File: src/rtl/sdcmd_pkg.sv
package sdcmd_pkg;
  localparam int CW_W      = 12;
  localparam int IDX_W     = 6;
  localparam int ARG_W     = 32;
  localparam int HEAD_W    = 2 + IDX_W + ARG_W;
  localparam int SHORT_LEN = HEAD_W + 8;
  localparam int LONG_LEN  = 136;
  localparam int CAP_W     = LONG_LEN - 2;

  localparam int CW_RESP = 6;
  localparam int CW_LONG = 7;
  localparam int CW_IRQ  = 8;
  localparam int CW_PEND = 9;
  localparam int CW_EN   = 10;
  localparam int CW_PROG = 11;

  typedef enum logic [2:0] {
    S_IDLE, S_PEND, S_TX, S_WAIT, S_RX, S_BUSY
  } sdcmd_state_e;
endpackage

File: src/rtl/sdcmd_crc7.sv
module sdcmd_crc7 (
  input  logic       clk_i,
  input  logic       rst_ni,
  input  logic       clr_i,
  input  logic       en_i,
  input  logic       bit_i,
  output logic [6:0] crc_o
);
  logic fb;
  assign fb = bit_i ^ crc_o[6];

  always_ff @(posedge clk_i or negedge rst_ni) begin
    if (!rst_ni)     crc_o <= '0;
    else if (clr_i)  crc_o <= '0;
    else if (en_i)   crc_o <= {crc_o[5:3], crc_o[2] ^ fb, crc_o[1:0], fb};
  end
endmodule

File: src/rtl/sdcmd_rx_cap.sv
module sdcmd_rx_cap
  import sdcmd_pkg::*;
(
  input  logic             clk_i,
  input  logic             rst_ni,
  input  logic             clr_i,
  input  logic             shift_i,
  input  logic             cap_i,
  input  logic             long_i,
  input  logic             bit_i,
  output logic [7:0]       tail_o,
  output logic [IDX_W-1:0] idx_o,
  output logic [31:0]      w0_o,
  output logic [31:0]      w1_o,
  output logic [31:0]      w2_o,
  output logic [31:0]      w3_o
);
  logic [CAP_W-2:0] sh_q;
  logic [CAP_W-1:0] full;

  assign full   = {sh_q, bit_i};
  assign tail_o = full[7:0];

  always_ff @(posedge clk_i or negedge rst_ni) begin
    if (!rst_ni)       sh_q <= '0;
    else if (clr_i)    sh_q <= '0;  // start bit already seen as 0
    else if (shift_i)  sh_q <= full[CAP_W-2:0];
  end

  always_ff @(posedge clk_i or negedge rst_ni) begin
    if (!rst_ni) begin
      idx_o <= '0; w0_o <= '0; w1_o <= '0; w2_o <= '0; w3_o <= '0;
    end else if (cap_i) begin
      if (long_i) begin
        idx_o <= full[133:128];
        w0_o  <= full[127:96];
        w1_o  <= full[95:64];
        w2_o  <= full[63:32];
        w3_o  <= {full[31:1], 1'b0};
      end else begin
        idx_o <= full[45:40];
        w0_o  <= full[39:8];
        w1_o  <= '0;
        w2_o  <= '0;
        w3_o  <= '0;
      end
    end
  end
endmodule

File: src/rtl/sdcmd_engine.sv
module sdcmd_engine
  import sdcmd_pkg::*;
#(
  parameter int TIMEOUT_CYC = 64
) (
  input  logic             clk_i,
  input  logic             rst_ni,
  input  logic             cmd_valid_i,
  input  logic [CW_W-1:0]  cmd_word_i,
  input  logic [ARG_W-1:0] cmd_arg_i,
  input  logic             pend_i,
  input  logic             irq_i,
  input  logic             cmd_in_i,
  input  logic             dat0_i,
  output logic             cmd_out_o,
  output logic             cmd_oe_o,
  output logic             active_o,
  output logic             sent_o,
  output logic             resp_end_o,
  output logic             crc_fail_o,
  output logic             timeout_o,
  output logic             irq_end_o,
  output logic             prog_done_o,
  output logic [IDX_W-1:0] resp_idx_o,
  output logic [31:0]      resp0_o,
  output logic [31:0]      resp1_o,
  output logic [31:0]      resp2_o,
  output logic [31:0]      resp3_o
);
  localparam int TW = $clog2(TIMEOUT_CYC) + 1;
  localparam logic [7:0] TX_LAST = 8'(SHORT_LEN - 1);
  localparam logic [7:0] CRC_END = 8'(HEAD_W);

  sdcmd_state_e     state_q;
  logic [CW_W-1:0]  word_q;
  logic [ARG_W-1:0] arg_q;
  logic [7:0]       bcnt_q;
  logic [TW-1:0]    tcnt_q;
  logic [HEAD_W-1:0] head;
  logic [7:0]       hsel, csel;
  logic             tx_bit;
  logic [6:0]       tx_crc, rx_crc;
  logic             rx_crc_en, rx_last, rx_ok, rx_start;
  logic [7:0]       tail;

  assign head = {1'b0, 1'b1, word_q[IDX_W-1:0], arg_q};
  assign hsel = 8'(HEAD_W - 1) - bcnt_q;
  assign csel = 8'(SHORT_LEN - 2) - bcnt_q;

  always_comb begin
    if (bcnt_q < CRC_END)       tx_bit = head[hsel[5:0]];
    else if (bcnt_q < TX_LAST)  tx_bit = tx_crc[csel[2:0]];
    else                        tx_bit = 1'b1;
  end

  assign cmd_oe_o  = (state_q == S_TX);
  assign cmd_out_o = cmd_oe_o ? tx_bit : 1'b1;
  assign active_o  = (state_q != S_IDLE);

  sdcmd_crc7 u_tx_crc (
    .clk_i, .rst_ni,
    .clr_i (state_q != S_TX),
    .en_i  (state_q == S_TX && bcnt_q < CRC_END),
    .bit_i (tx_bit),
    .crc_o (tx_crc)
  );

  assign rx_start  = (state_q == S_WAIT) && !cmd_in_i;
  assign rx_last   = (state_q == S_RX) &&
                     (bcnt_q == (word_q[CW_LONG] ? 8'(LONG_LEN - 1) : TX_LAST));
  assign rx_crc_en = (state_q == S_RX) &&
                     (word_q[CW_LONG] ? (bcnt_q >= 8'd8 && bcnt_q < 8'd128)
                                      : (bcnt_q < CRC_END));

  sdcmd_crc7 u_rx_crc (
    .clk_i, .rst_ni,
    .clr_i (state_q != S_RX),
    .en_i  (rx_crc_en),
    .bit_i (cmd_in_i),
    .crc_o (rx_crc)
  );

  sdcmd_rx_cap u_cap (
    .clk_i, .rst_ni,
    .clr_i   (rx_start),
    .shift_i (state_q == S_RX),
    .cap_i   (rx_last),
    .long_i  (word_q[CW_LONG]),
    .bit_i   (cmd_in_i),
    .tail_o  (tail),
    .idx_o   (resp_idx_o),
    .w0_o    (resp0_o),
    .w1_o    (resp1_o),
    .w2_o    (resp2_o),
    .w3_o    (resp3_o)
  );

  assign rx_ok = (rx_crc == tail[7:1]) && tail[0];

  always_ff @(posedge clk_i or negedge rst_ni) begin
    if (!rst_ni) begin
      state_q <= S_IDLE;
      word_q  <= '0;
      arg_q   <= '0;
      bcnt_q  <= '0;
      tcnt_q  <= '0;
      sent_o <= 1'b0; resp_end_o <= 1'b0; crc_fail_o <= 1'b0;
      timeout_o <= 1'b0; irq_end_o <= 1'b0; prog_done_o <= 1'b0;
    end else begin
      sent_o <= 1'b0; resp_end_o <= 1'b0; crc_fail_o <= 1'b0;
      timeout_o <= 1'b0; irq_end_o <= 1'b0; prog_done_o <= 1'b0;
      unique case (state_q)
        S_IDLE: if (cmd_valid_i && cmd_word_i[CW_EN]) begin
          word_q  <= cmd_word_i;
          arg_q   <= cmd_arg_i;
          bcnt_q  <= '0;
          state_q <= cmd_word_i[CW_PEND] ? S_PEND : S_TX;
        end
        S_PEND: if (pend_i) state_q <= S_TX;
        S_TX: begin
          bcnt_q <= bcnt_q + 8'd1;
          if (bcnt_q == TX_LAST) begin
            tcnt_q <= '0;
            if (word_q[CW_RESP]) state_q <= S_WAIT;
            else begin
              sent_o  <= 1'b1;
              state_q <= S_IDLE;
            end
          end
        end
        S_WAIT: begin
          if (!cmd_in_i) begin
            bcnt_q  <= 8'd1;
            state_q <= S_RX;
          end else if (word_q[CW_IRQ]) begin
            if (irq_i) begin
              irq_end_o <= 1'b1;
              state_q   <= S_IDLE;
            end
          end else if (tcnt_q == TW'(TIMEOUT_CYC - 1)) begin
            timeout_o <= 1'b1;
            state_q   <= S_IDLE;
          end else begin
            tcnt_q <= tcnt_q + TW'(1);
          end
        end
        S_RX: begin
          bcnt_q <= bcnt_q + 8'd1;
          if (rx_last) begin
            if (!rx_ok) begin
              crc_fail_o <= 1'b1;
              state_q    <= S_IDLE;
            end else begin
              resp_end_o <= 1'b1;
              state_q    <= word_q[CW_PROG] ? S_BUSY : S_IDLE;
            end
          end
        end
        S_BUSY: if (dat0_i) begin
          prog_done_o <= 1'b1;
          state_q     <= S_IDLE;
        end
        default: state_q <= S_IDLE;
      endcase
    end
  end

  logic [5:0] pulses;
  assign pulses = {sent_o, resp_end_o, crc_fail_o, timeout_o, irq_end_o, prog_done_o};

  p_one_pulse_r11: assert property (@(posedge clk_i) disable iff (!rst_ni)
    $onehot0(pulses));
  p_final_idle_r11: assert property (@(posedge clk_i) disable iff (!rst_ni)
    (sent_o || crc_fail_o || timeout_o || irq_end_o || prog_done_o) |-> (!active_o && $past(active_o)));
  p_oe_active_r2: assert property (@(posedge clk_i) disable iff (!rst_ni)
    cmd_oe_o |-> active_o);
  p_start_bit_r2: assert property (@(posedge clk_i) disable iff (!rst_ni)
    $rose(cmd_oe_o) |-> !cmd_out_o);
  p_end_bit_r2: assert property (@(posedge clk_i) disable iff (!rst_ni)
    $fell(cmd_oe_o) |-> $past(cmd_out_o));
  p_pend_gate_r8: assert property (@(posedge clk_i) disable iff (!rst_ni)
    ($past(state_q) == S_PEND && state_q == S_TX) |-> $past(pend_i));
  p_no_timer_r9: assert property (@(posedge clk_i) disable iff (!rst_ni)
    timeout_o |-> !word_q[CW_IRQ]);
endmodule

File: config.mk
export PLATFORM = sky130hd
export DESIGN_NAME = sdcmd_engine
export DESIGN_NICKNAME = d
export VERILOG_FILES = /design/src/rtl/sdcmd_pkg.sv /design/src/rtl/sdcmd_crc7.sv /design/src/rtl/sdcmd_rx_cap.sv /design/src/rtl/sdcmd_engine.sv
export SDC_FILE = /design/constraint.sdc
export NUM_CORES = 1
export LEC_CHECK = 0
export ABC_CLOCK_PERIOD_IN_PS = 3000
export BUFFER_PORTS_ARGS = -buffer_cell sky130_fd_sc_hd__buf_2
export CORE_MARGIN = 2
export CORE_UTILIZATION = 55
export CTS_BUF_LIST = sky130_fd_sc_hd__clkbuf_8
export CTS_CLUSTER_DIAMETER = 30
export CTS_CLUSTER_SIZE = 25
export DETAILED_ROUTE_END_ITERATION = 8
export GPL_TIMING_DRIVEN = 0
export HOLD_SLACK_MARGIN = 0.05
export PLACE_DENSITY = 0.78
export SYNTH_ARGS = -nofsm -noshare
export SYNTH_HDL_FRONTEND = slang
export SYNTH_HIERARCHICAL = 1
export SYNTH_SLANG_ARGS = --single-unit
File: constraint.sdc
create_clock -name clk_i -period 3 [get_ports clk_i]
set_input_delay 0.3 -clock clk_i [delete_from_list [all_inputs] [get_ports clk_i]]
set_output_delay 0.3 -clock clk_i [all_outputs]
set_load 0.03 [all_outputs]
==> run_results.csv <==
group,metric,value,unit
die,start_util,56.3,%
die,core-area,27100,um2
clocking,cts_made_buffers,70,
grt,grt_pass1_wl,60400,um
grt,grt_antenna_before_repair,1,
sta,period_needed,2.98,ns
critical_path,worstPathCellList,"buf_6, buf_8, mux2_2, o211ai_1, a41oi_2, o41ai_2, nand3_1, buf_6",
logic_synthesis,yosysTopAreaCell,"dfrtp_1",
sta,layout_setup_ws,0.0199,ns
logic_synthesis,synthMuxAreaShare,17.1,%
placement,dp_hpwl,23600,um
logic_synthesis,ys_top_cells_by_count,"dfrtp_1, nor2_1, mux2i_1, o21ai_0, inv_1",
die,pin_count,194,
logic_synthesis,netlist_area,15300,um2
critical_path,crit_path_end_kind,"output port",
clocking,tritoncts,"done",
critical_path,rrSetupSlack,0.33,ns
drt,wirelength,37300,um
placement,gp_congestion,0.833,
clocking,cts_max_level,3,
drt,via_per_inst,5.39,
placement,pre_cts_ws,0.334,ns
logic_synthesis,avgSynthCellArea,11.1,um2
critical_path,cp_max_fo,6,
die,die_h,171,um
logic_synthesis,synth_fp_nets,1438,
logic_synthesis,yosysMostFrequentCell,"dfrtp_1",
critical_path,critPathKind,"register to output port",
logic_synthesis,synth_top_family_by_area,"multiplexers",
critical_path,slowest_delay,0.41,ns
clocking,clock_latency,0.59,ns
logic_synthesis,synth_simple_gate_area_share,10.9,%
clocking,cts_max_path_buffers,3,
critical_path,slowest_stage,"o41ai_2",
critical_path,cp.arrival,2.68,ns
logic_synthesis,synthAdderAreaFrac,0.492,%
layout,areaGrowthSynthToFinish,24.0,%
power_and_ir_drop,max-vdd-ir-drop,0.757,mV
power_and_ir_drop,leakagePower,0.00912,uW
drt,wl_per_cell,17.6,um
logic_synthesis,synth_compound_area_share,6.81,%
logic_synthesis,synth_seq_cells,346,
critical_path,critical_path.most_common_cell,"buf_6",
grt,grt_util_all_layers,26.2,%
die,dieWidth,171,um
grt,grt_pass1_vias,11900,
drt,drc,0,
logic_synthesis,synth-edff-count,0,
drt,drt-initial-drc-count,966,
power_and_ir_drop,power_density,874,nW/um2
critical_path,start_kind,"register",
logic_synthesis,synth_xor_area_share,0.860,%
sta,hold_viol_final,0,
sta,tns,0,ns
worst_hold_path,min_from,"cmd_in_i",
critical_path,cp-startpoint,"bcnt_q[1]",
job,drv_cap,0,
logic_synthesis,syn_inst,1381,
grt,overflow,0,
logic_synthesis,synth_top_area_share,56.7,%
critical_path,r2r_start,"bcnt_q[1]",
critical_path,required,2.70,ns
drt,ant_nets,0,
layout,num-nets-final,1753,
sta,worst_pin_slew,0.629,ns
logic_synthesis,synth_area_leaders,"dfrtp_1, mux2i_1, nor2_1",
logic_synthesis,async_reset_ff_share,100,%
worst_hold_path,holdCritPathClass,"input pin to register",
clocking,cts_sinks,346,
sta,setup_violations,0,
sta,finalCritPeriodShare,99.3,%
logic_synthesis,yosys_warnings,6,
placement,dp_cells,1948,
logic_synthesis,ys_seq_area_share,56.7,%
die,die_area,29100,um2
die,num_rows,60,
layout,drive_above_1_share,26.1,%
clocking,cts_root_buf,"clkbuf_8",
drt,vias,11400,
sta,rsz0062_at_grt,"true",
clocking,worst_setup_hold_path_clk_slew,0.06,ns
layout,fin_cells,2121,
sta,final_max_slew_viol_count,0,
logic_synthesis,yosys_most_used_dff,"dfrtp_1",
sta,max_freq,336,MHz
outcome,run_status,"finished, final reports clean",
drt,dr.pass1.iters,5,
sta,slew_headroom,57.8,%
grt,grt_max_degree,127,
placement,io_buffer_count,192,
sta,clock_skew,0.0242,ns
logic_synthesis,yosysUniqueCellTypes,60,
per-stage QoR:
step / power [uW] / util, % / cell area, um2 / hold slack (ns)
after floorplan: 9670 / - / 15300 / 0.00441
after global placement: 10600 / 61.6 / 16700 / 0.468
after detailed placement: 10800 / 61.9 / 16800 / 0.408
after CTS: 16400 / 69.6 / 18900 / 0.0534
after global routing: 17400 / 69.9 / 18900 / 0.0669
final: 16500 / 69.9 / 18900 / 0.0678
cell families (layout without fill, tap and decap cells):
logic type                 Yosys count  in the layout
adders and majority gates            6              6
buffers and inverters              208            575
muxes                              245            245
AOI/OAI and AO/OA                  188            188
other                                1              2
xor gates and xnor gates            15             15
and+or+nand+nor                    372            372
DFF                                346            346
registers in the layout (all words and copies together), names as in the netlist:
name / cells
u_cap/sh_q: 133
arg_q: 32
u_cap/w0_o: 32
u_cap/w1_o: 32
u_cap/w2_o: 32
u_cap/w3_o: 31
word_q: 10
bcnt_q: 8
tcnt_q: 7
u_rx_crc/crc_o: 7
u_tx_crc/crc_o: 7
u_cap/idx_o: 6
state_q: 3
crc_fail_o: 1
irq_end_o: 1
prog_done_o: 1
resp_end_o: 1
sent_o: 1
timeout_o: 1
path summary, 6_finish.rpt:
check / end / depth (start not counted)
worst max-delay path: cmd_out_o / 8
worst max register to register: u_cap/w2_o[6] / 9
worst min register to register: arg_q[5] / 1
max in group asynchronous: u_cap/w3_o[20] / 5
min in group asynchronous: u_cap/w1_o[5] / 3
worst min-delay path: irq_end_o / 3
power by group:
group | switching (uW) | internal (uW) | total (uW)
registers | 1080 | 5830 | 6910
logic | 2190 | 1960 | 4150
clock network | 2170 | 3310 | 5480
placed cells by master, fill, tap and decap left out, types with 4 or more instances in the layout:
cell / netlist / final
buf_2: 40 / 229
mux2i_1: 193 / 193
nand4b_1: 4 / 4
clkinvlp_4: 0 / 7
clkbuf_1: 21 / 18
a21oi_1: 46 / 46
xnor2_1: 10 / 9
buf_8: 1 / 4
nor2_1: 210 / 210
ha_1: 6 / 6
nand2_1: 22 / 22
mux2_1: 7 / 7
dfrtp_1: 346 / 344
clkbuf_8: 0 / 85
buf_12: 7 / 7
o211ai_1: 8 / 8
dlygate4sd3_1: 0 / 45
clkinv_2: 0 / 11
mux4_2: 8 / 8
buf_6: 3 / 4
mux2_2: 37 / 37
xor2_1: 5 / 5
bufinv_16: 0 / 8
buf_4: 28 / 32
o21ai_0: 107 / 107
nand3_1: 104 / 104
inv_1: 106 / 111
nor3_1: 5 / 5
metal layers:
layer | wire length (um) | share of wire, % | up-vias | GRT usage, %
met3 | 2340 | 6.3 | 81 | 5.32
met5 | 0 | 0 | - | 0
li1 | - | - | 5323 | -
met1 | 15700 | 42 | 5631 | 33.8
met4 | 951 | 2.6 | 0 | 10.4
met2 | 18200 | 49 | 395 | 43.6
cell type report:
class | instances | area, um2
flip-flops and latches | 346 | 8660
fillers | 1926 | 8170
multi-input cells | 827 | 5550
repair buffers | 245 | 1550
clock buffers | 85 | 1170
plain buffers | 100 | 697
well taps | 372 | 465
clock inverters | 39 | 442
inverters | 106 | 398
diodes | 1 | 2.50
critical path, delay by kind of cell, from the launching register on:
family / cells / cell delay [ns]
compound gates: 3 / 0.78
buf+inv: 3 / 0.41
flops: 1 / 0.38
mux: 1 / 0.34
simple gates: 1 / 0.17
timing repair:
item	in CTS	in global routing
hold buffers	45	0
endpoints found under the setup margin	1	1
resized for setup	4	12
pin swaps	0	4
hold endpoints to repair	169	0
setup buffers	0	5
Note: power is estimated with default switching activity, not from simulation.
